### config.mk
export PLATFORM = sky130hd
export DESIGN_NAME = hdm_bridge
export DESIGN_NICKNAME = d
export VERILOG_FILES = /design/src/rtl/hdm_pkg.sv /design/src/rtl/hdm_regfile.sv /design/src/rtl/hdm_xfer.sv /design/src/rtl/hdm_status.sv /design/src/rtl/hdm_bridge.sv
export SDC_FILE = /design/constraint.sdc
export NUM_CORES = 1
export LEC_CHECK = 0
export BUFFER_PORTS_ARGS = -buffer_cell sky130_fd_sc_hd__buf_2
export CORE_UTILIZATION = 50
export DETAILED_ROUTE_END_ITERATION = 10
export GPL_ROUTABILITY_DRIVEN = 0
export GPL_TIMING_DRIVEN = 1
export PLACE_DENSITY = 0.86
export RECOVER_POWER = 50
export REMOVE_ABC_BUFFERS = 1
export SLEW_MARGIN = 15
export SYNTH_ARGS = -nofsm -noshare
export SYNTH_HDL_FRONTEND = slang
export SYNTH_SLANG_ARGS = --single-unit
### constraint.sdc
create_clock -name clk -period 1.6 [get_ports clk]
set_clock_uncertainty 0.2 [all_clocks]
set_input_delay 0.24 -clock clk [delete_from_list [all_inputs] [get_ports clk]]
set_output_delay 0.24 -clock clk [all_outputs]
set_load 0.05 [all_outputs]
### src/rtl/hdm_pkg.sv
// Shared register offsets and bit positions for the host-to-DSP mailbox.
// Assumes a host offset field of 3 bits.
package hdm_pkg;
    typedef enum logic [2:0] {
        OFS_CMD  = 3'd0,
        OFS_ADH  = 3'd1,
        OFS_ADL  = 3'd2,
        OFS_DTH  = 3'd3,
        OFS_DTL  = 3'd4,
        OFS_STAT = 3'd5,
        OFS_CFG  = 3'd6
    } ofs_e;

    localparam int CMD_GO_BIT   = 0;
    localparam int CMD_DIR_BIT  = 1;
    localparam int STAT_DN_BIT  = 0;
    localparam int STAT_IA_BIT  = 1;
    localparam int CFG_IEN_BIT  = 0;
    localparam int CFG_EXT_BIT  = 1;
endpackage

### src/rtl/hdm_regfile.sv
// Host-visible holding registers (direction, address, data, configuration)
// and the registered read mux. Assumes busy blocks all writes that feed the
// DSP request, so data-register loads from a read completion never collide
// with host writes.
module hdm_regfile
    import hdm_pkg::*;
#(
    parameter int HBW = 8
) (
    input  logic             clk,
    input  logic             rst_n,
    input  logic [2:0]       hst_addr,
    input  logic [HBW-1:0]   hst_wdata,
    input  logic             hst_wr,
    input  logic             hst_rd,
    input  logic             busy,
    input  logic             ld_rd,
    input  logic [2*HBW-1:0] rd_word,
    input  logic             done,
    input  logic             iact,
    output logic [HBW-1:0]   adh,
    output logic [HBW-1:0]   adl,
    output logic [HBW-1:0]   dth,
    output logic [HBW-1:0]   dtl,
    output logic             dir,
    output logic             ien,
    output logic             aext,
    output logic [HBW-1:0]   hst_rdata
);
    logic           wr_ok;
    logic [HBW-1:0] rd_mux;

    assign wr_ok = hst_wr && !busy;

    // Address, direction and extension: host writable only while idle.
    always_ff @(posedge clk) begin
        if (!rst_n) begin
            adh  <= '0;
            adl  <= '0;
            dir  <= 1'b0;
            aext <= 1'b0;
            ien  <= 1'b0;
        end else begin
            if (wr_ok && hst_addr == OFS_ADH) adh <= hst_wdata;
            if (wr_ok && hst_addr == OFS_ADL) adl <= hst_wdata;
            if (wr_ok && hst_addr == OFS_CMD) dir <= hst_wdata[CMD_DIR_BIT];
            if (wr_ok && hst_addr == OFS_CFG) aext <= hst_wdata[CFG_EXT_BIT];
            if (hst_wr && hst_addr == OFS_CFG) ien <= hst_wdata[CFG_IEN_BIT];
        end
    end

    // Data bytes: loaded by the host while idle or by a read completion.
    always_ff @(posedge clk) begin
        if (!rst_n) begin
            dth <= '0;
            dtl <= '0;
        end else if (ld_rd) begin
            dth <= rd_word[2*HBW-1:HBW];
            dtl <= rd_word[HBW-1:0];
        end else begin
            if (wr_ok && hst_addr == OFS_DTH) dth <= hst_wdata;
            if (wr_ok && hst_addr == OFS_DTL) dtl <= hst_wdata;
        end
    end

    // Select the register addressed by the host.
    always_comb begin
        rd_mux = '0;
        case (hst_addr)
            OFS_CMD: begin
                rd_mux[CMD_GO_BIT]  = busy;
                rd_mux[CMD_DIR_BIT] = dir;
            end
            OFS_ADH: rd_mux = adh;
            OFS_ADL: rd_mux = adl;
            OFS_DTH: rd_mux = dth;
            OFS_DTL: rd_mux = dtl;
            OFS_STAT: begin
                rd_mux[STAT_DN_BIT] = done;
                rd_mux[STAT_IA_BIT] = iact;
            end
            OFS_CFG: begin
                rd_mux[CFG_IEN_BIT] = ien;
                rd_mux[CFG_EXT_BIT] = aext;
            end
            default: rd_mux = '0;
        endcase
    end

    // Register the read byte on the read strobe.
    always_ff @(posedge clk) begin
        if (!rst_n)      hst_rdata <= '0;
        else if (hst_rd) hst_rdata <= rd_mux;
    end
endmodule

### src/rtl/hdm_xfer.sv
// Request/acknowledge sequencer. A go write while idle starts one transfer:
// a single-cycle request pulse, then a wait for the acknowledge. Assumes the
// DSP returns exactly one acknowledge per request, in any later or same cycle.
module hdm_xfer (
    input  logic clk,
    input  logic rst_n,
    input  logic go_wr,
    input  logic dir,
    input  logic dsp_ack,
    output logic busy,
    output logic dsp_req,
    output logic fin,
    output logic ld_rd
);
    logic start;

    assign start = go_wr && !busy;
    assign fin   = busy && dsp_ack;
    assign ld_rd = fin && !dir;

    // Track the outstanding transfer.
    always_ff @(posedge clk) begin
        if (!rst_n)     busy <= 1'b0;
        else if (start) busy <= 1'b1;
        else if (fin)   busy <= 1'b0;
    end

    // Issue the one-cycle request pulse.
    always_ff @(posedge clk) begin
        if (!rst_n) dsp_req <= 1'b0;
        else        dsp_req <= start;
    end
endmodule

### src/rtl/hdm_status.sv
// Sticky completion flag and interrupt-active bit. Assumes a completion and a
// host clear in the same cycle resolve in favour of the completion.
module hdm_status (
    input  logic clk,
    input  logic rst_n,
    input  logic fin,
    input  logic ien,
    input  logic clr,
    output logic done,
    output logic iact
);
    // Completion flag: set by a finished transfer, cleared by a host write of 0.
    always_ff @(posedge clk) begin
        if (!rst_n)   done <= 1'b0;
        else if (fin) done <= 1'b1;
        else if (clr) done <= 1'b0;
    end

    // Interrupt-active bit: set on an enabled completion, cleared with done.
    always_ff @(posedge clk) begin
        if (!rst_n)          iact <= 1'b0;
        else if (fin && ien) iact <= 1'b1;
        else if (clr && !fin) iact <= 1'b0;
    end
endmodule

### src/rtl/hdm_bridge.sv
// Top of the host-to-DSP memory mailbox: host register file, transfer
// sequencer and status/interrupt logic. Assumes a synchronous byte-wide host
// bus and a pulse-based DSP memory port with one request outstanding.
module hdm_bridge
    import hdm_pkg::*;
#(
    parameter int HBW = 8,
    localparam int DW = 2 * HBW,
    localparam int AW = 2 * HBW + 1
) (
    input  logic           clk,
    input  logic           rst_n,
    input  logic [2:0]     hst_addr,
    input  logic [HBW-1:0] hst_wdata,
    input  logic           hst_wr,
    input  logic           hst_rd,
    output logic [HBW-1:0] hst_rdata,
    input  logic           ext_irq_pend,
    output logic           irq,
    output logic           dsp_req,
    output logic           dsp_we,
    output logic [AW-1:0]  dsp_addr,
    output logic [DW-1:0]  dsp_wdata,
    input  logic           dsp_ack,
    input  logic [DW-1:0]  dsp_rdata
);
    logic [HBW-1:0] adh, adl, dth, dtl;
    logic dir, ien, aext;
    logic busy, fin, ld_rd, done, iact;
    logic go_wr, clr;

    assign go_wr = hst_wr && hst_addr == OFS_CMD && hst_wdata[CMD_GO_BIT];
    assign clr   = hst_wr && hst_addr == OFS_STAT && !hst_wdata[STAT_DN_BIT];

    hdm_regfile #(.HBW(HBW)) u_regs (
        .clk(clk), .rst_n(rst_n), .hst_addr(hst_addr), .hst_wdata(hst_wdata),
        .hst_wr(hst_wr), .hst_rd(hst_rd), .busy(busy), .ld_rd(ld_rd),
        .rd_word(dsp_rdata), .done(done), .iact(iact), .adh(adh), .adl(adl),
        .dth(dth), .dtl(dtl), .dir(dir), .ien(ien), .aext(aext),
        .hst_rdata(hst_rdata)
    );

    hdm_xfer u_xfer (
        .clk(clk), .rst_n(rst_n), .go_wr(go_wr), .dir(dir), .dsp_ack(dsp_ack),
        .busy(busy), .dsp_req(dsp_req), .fin(fin), .ld_rd(ld_rd)
    );

    hdm_status u_stat (
        .clk(clk), .rst_n(rst_n), .fin(fin), .ien(ien), .clr(clr),
        .done(done), .iact(iact)
    );

    assign dsp_we    = dir;
    assign dsp_addr  = {aext, adh, adl};
    assign dsp_wdata = {dth, dtl};
    assign irq       = iact || ext_irq_pend;
endmodule

# --- Word level (Yosys, flattened, before mapping) ---
# Index checks and enable logic that the tools add are counted.
word_totals:
  ff_bits: 47
  in_bits: 33
  out_inout_bits: 44
  word_cells: 58
classes:
  n_eq_ne: 6
  muxes: 12
  n_reduce_logical: 28
op_table:
  columns: ["operator", "n"]
  rows:
  - ["8-bit two-way mux", 4]
  - ["6-bit case mux with 4 select lines", 1]
  - ["1-bit logical AND", 17]
  - ["2-bit case mux with 7 select lines", 1]
  - ["2-bit nonzero test", 5]
  - ["3-bit equality test, second input constant", 3]
  - ["3-bit by 2-bit equality test with 1-bit output, second input constant", 2]
  - ["1-bit two-way mux", 6]
  - ["1-bit logical NOT", 4]
  - ["3-bit by 1-bit equality test with 1-bit output, second input constant", 1]
  - ["3-bit logical NOT", 1]
  - ["1-bit logical OR", 1]

# --- Logic depth before layout (Yosys ltp) ---
logic_depth:
  ltp_word: 6
  ltp_mapped: 6
  ltp_nobuf: 4

# --- Cells and area by module ---
# From an unflattened synthesis, not the netlist that was laid out.
hier_totals:
  hier_cells: 231
  area_unflattened_um2: 2248.4
by_module_without_submodules:
  columns: ["module", "n_inst", "cells_each", "area_each_um2", "seq_area_each_um2"]
  rows:
  - ["hdm_regfile", 1, 209, 2020.7, 860.8]
  - ["hdm_xfer", 1, 9, 95.1, 40.0]
  - ["hdm_status", 1, 7, 72.6, 40.0]
  - ["hdm_bridge", 1, 6, 60.1, 0.0]

# --- Worst setup path after synthesis ---
# No wires, ideal clock.
synth_timing:
  path_type: "flip-flop to flip-flop"
  from: "reg u_regs.dir"
  to: "reg u_regs.dth[6]"
  setup_time_ps: 70
  t_arrival_ps: 1380
  t_required_ps: 1330
  setup_slack_ps: -50
  stages_incl_launch_ff: 6
  n_path_buf: 2
  synth_period_minus_slack_ps: 1650
  cell_sequence: "dfxtp_1 or2_2 clkbuf_1 clkbuf_1 o21ai_0 a21oi_1"
synth_between:
  elab_chain_len: 3
  word_cells_on_any_way: 4
  classes_between: "mux (1); reduce/logical (3)"
synth_lines:
  columns: ["item", "line_no", "text"]
  rows:
  - ["start: declaration", "hdm_regfile.sv:25", "output logic dir,"]
  - ["start signal: assignment", "hdm_regfile.sv:46", "if (wr_ok && hst_addr == OFS_CMD) dir <= hst_wdata[CMD_DIR_BIT];"]
  - ["1-bit logical NOT (*)", "hdm_xfer.sv:19", "assign ld_rd = fin && !dir;"]
  - ["1-bit logical AND (*)", "hdm_xfer.sv:19", null]
  - ["8-bit two-way mux / 2-bit nonzero test (equally long branches)", null, null]
  - ["end signal: assignment", "hdm_regfile.sv:58", "dth <= rd_word[2*HBW-1:HBW];"]
  - ["end signal: assignment", "hdm_regfile.sv:61", "if (wr_ok && hst_addr == OFS_DTH) dth <= hst_wdata;"]
  - ["end: declaration", "hdm_regfile.sv:23", "output logic [HBW-1:0] dth,"]
# Mark *: on every way between the ends. The rest lies on a longest branch, timed or not.
# A chain may end at the register's enable or synchronous reset.

# --- Worst setup path after layout ---
layout_timing:
  from: "reg u_stat.iact"
  to: "out irq"
layout_between:
  elab_chain_len: 1
layout_lines:
  columns: ["item", "line_no", "text"]
  rows:
  - ["start: declaration", "hdm_status.sv:10", "output logic iact"]
  - ["start signal: assignment", "hdm_status.sv:21", "if (!rst_n) iact <= 1'b0;"]
  - ["start signal: assignment", "hdm_status.sv:22", "else if (fin && ien) iact <= 1'b1;"]
  - ["start signal: assignment", "hdm_status.sv:23", "else if (clr && !fin) iact <= 1'b0;"]
  - ["1-bit logical OR", "hdm_bridge.sv:56", "assign irq = iact || ext_irq_pend;"]
  - ["end: declaration", "hdm_bridge.sv:19", "output logic irq,"]
# No other way between the ends.

==> metrics.txt <==
status complete, but fails checks; failing checks hold timing; worst vdd ir 0.626 mV; Setup WS post-layout ~0.053 ns; post-synth cell types 36; global route total overflow 0; ANT nets after route 0; IO Pins between 70 and 80; R2R Setup Slk ~0.06 ns; DR WL/cell between 15 and 20 µm; first-pass GRT wire length approximately 9500 µm; vias in the first global route roughly 1900; post-route minimum period ~1.5 ns; chip width around 69 µm; Post-route DRC 0; Place WS -0.0618 ns; async set or reset register ratio after synthesis 0%; most common cell after layout, fill and taps aside dfxtp_1; HP Class in2reg; CTS tree done; Worst R2R Start u_xfer.busy$_SDFFE_PN0P_; Reg clk slew, reported paths approximately 0.080 ns; Synth Flop Type dfxtp_1; R2R Path End u_regs.dth[4]$_SDFFE_PN0P_; Post-Layout Cell Count roughly 370; Final Hold Viols 1; Post-CTS Hold Buffers 0; post-synthesis register bit count 47; number of H-tree levels 2; CP Capture Point irq; Worst Path Max Fanout 3; Seq/Total Area, Yosys between 40% and 50%; Total GRT Usage between 20 and 30%; Final nets 350; DP Area between 2000 and 3000 µm²; Detail Placement HPWL roughly 4500 µm; total via count in the routed design around 2000; Post-Syn Instances 227; die area around 4700 µm²; Port Buffers 76; cell area after synthesis approximately 2200 µm²; final wirelength about 6000 µm; CTS root buffer clkbuf_8; Syn Area/Cell between 9 and 10 µm²; core area a little over 4000 µm²; critical path class reg2out; YS warnings 0; Starting Density 53.6%; MaxCap Viol Count 0; fin util 69.1%; # diodes 0; CP required approximately 1.2 ns; setup bufs post-CTS 0; FF-to-FF path depth 5; Num CTS Buffers 5; RSZ-0062 raised after global routing false; TritonCTS sink count 47; placed instance count 360; Worst Tran Pin Value a little over 0.6 ns; largest net degree at the start of global routing 28; clock tree buffer depth 2; Iteration-0 DRC Markers about 160; # rows 23; area grow syn2layout 28.8%; Setup Viol. Count Final 0; Startpoint Class flop; DR pass1 iterations 4; Hold WS -0.00857 ns; routed vias/inst between 5 and 6; P per Cell Area around 830 nW/µm²; share of cells above drive strength 1 between 30% and 40%; Leakage approximately 1.4 nW; initial antenna violation count 0; Slew Limit Fails 0; Max Fclk 646 MHz; WP data arrival between 1 and 1.5 ns; fin area around 2900 µm²; clock latency at the later pin of the worst-skew pair between 0.3 and 0.4 ns; die height a little under 70 µm; Final TNS setup 0 ns; Critical path origin u_stat.iact$_SDFFE_PN0P_; most frequent cells in the layout dfxtp_1 (46), buf_2 (45), mux2i_1 (37), clkbuf_2 (31), nor2b_1 (24); Final Cycle Share between 90% and 100%; worst rel slew slack about three fifths; EDFF count, synth 0; critical path endpoint category output port
where the power goes:
part / internal [mW] / switching, mW / leakage (nW)
Clock: 0.393 / 0.410 / 0.0505
Combinational: 0.138 / 0.228 / 1.01
Sequential: 1.19 / 0.0212 / 0.381
layer usage:
metal,GRT usage [%],share of wire (%)
met5,0,0
met2,46.2,50
met1,34.3,43
met4,12.0,2.0
met3,7.24,4.9
sequential cells by signal (all words and copies together) (netlist names):
signal and flops:
u_stat.done 1, u_regs.ien 1, u_regs.dir 1, u_regs.aext 1, u_stat.iact 1, u_regs.dth 8
u_regs.adh 8, u_regs.hst_rdata 8, u_regs.dtl 8, u_xfer.busy 1, u_regs.adl 8, u_xfer.dsp_req 1
timing repair:
action | 4_1_cts | 5_1_grt
endpoints found under the setup margin | 6 | 12
hold endpoints to repair | 0 | 0
cloned | 0 | 0
resized for setup | 1 | 6
cell type report:
| class | instances | area (µm²) |
|---|---|---|
| Timing Repair Buffer | 103 | 588 |
| Inverter | 1 | 3.75 |
| Tap cell | 50 | 62.6 |
| Clock inverter | 1 | 7.51 |
| Clock buffer | 7 | 96.3 |
| Multi-Input combinational cell | 159 | 1160 |
| Fill cell | 333 | 1280 |
| Sequential cell | 47 | 942 |
kinds of logic after synthesis:
group                  synth area share, %
AOI/OAI and AO/OA                     18.9
and+or+nand+nor                       15.8
DFF                                   42.4
muxes                                 17.7
buffers and inverters                 5.24
through the flow:
step	power [mW]	hold slack (ns)
floorplan	1.43	0.168
global placement	1.60	0.246
detailed placement	1.61	0.256
CTS	2.39	0.00295
global route	2.48	0.0366
finish	2.39	-0.00857
synthesized netlist by cell type (2+ instances only):
| master | count | area, µm² |
|---|---|---|
| nand3_1 | 3 | 15.0 |
| buf_2 | 6 | 30.0 |
| nand4_1 | 2 | 12.5 |
| or2_2 | 2 | 12.5 |
| dfxtp_1 | 47 | 941 |
| buf_4 | 2 | 15.0 |
| a22oi_1 | 13 | 97.6 |
| nand2_4 | 2 | 22.5 |
| a21oi_1 | 18 | 90.1 |
| buf_6 | 3 | 33.8 |
| nand2_1 | 5 | 18.8 |
| a21boi_0 | 2 | 15.0 |
| clkbuf_1 | 9 | 33.8 |
| o211ai_1 | 2 | 15.0 |
| a22o_1 | 6 | 52.6 |
| nor2b_1 | 25 | 156 |
| nor2_1 | 2 | 7.51 |
| o21ai_0 | 24 | 120 |
| mux2i_1 | 37 | 370 |
critical path, cell delays in order, from the launching register on:
cell	delay (ns)
dfxtp_1	0.34
or2_2	0.31
buf_6	0.16
worst min path at each step:
stage	from	endpoint	slack [ns]	cells past startpoint
global placement	u_regs.hst_rdata[1]$_SDFFE_PN0P_	u_regs.hst_rdata[1]$_SDFFE_PN0P_	0.25	2
finish	dsp_rdata[9]	u_regs.dth[1]$_SDFFE_PN0P_	-0.009	3
CTS	dsp_rdata[11]	u_regs.dth[3]$_SDFFE_PN0P_	0.003	3
detailed placement	u_stat.done$_SDFFE_PN0P_	u_stat.done$_SDFFE_PN0P_	0.26	2
global route	dsp_rdata[10]	u_regs.dth[2]$_SDFFE_PN0P_	0.04	3
floorplan	rst_n	u_xfer.busy$_SDFFE_PN0P_	0.17	1
No activity file was read; power rests on OpenSTA's default activity.
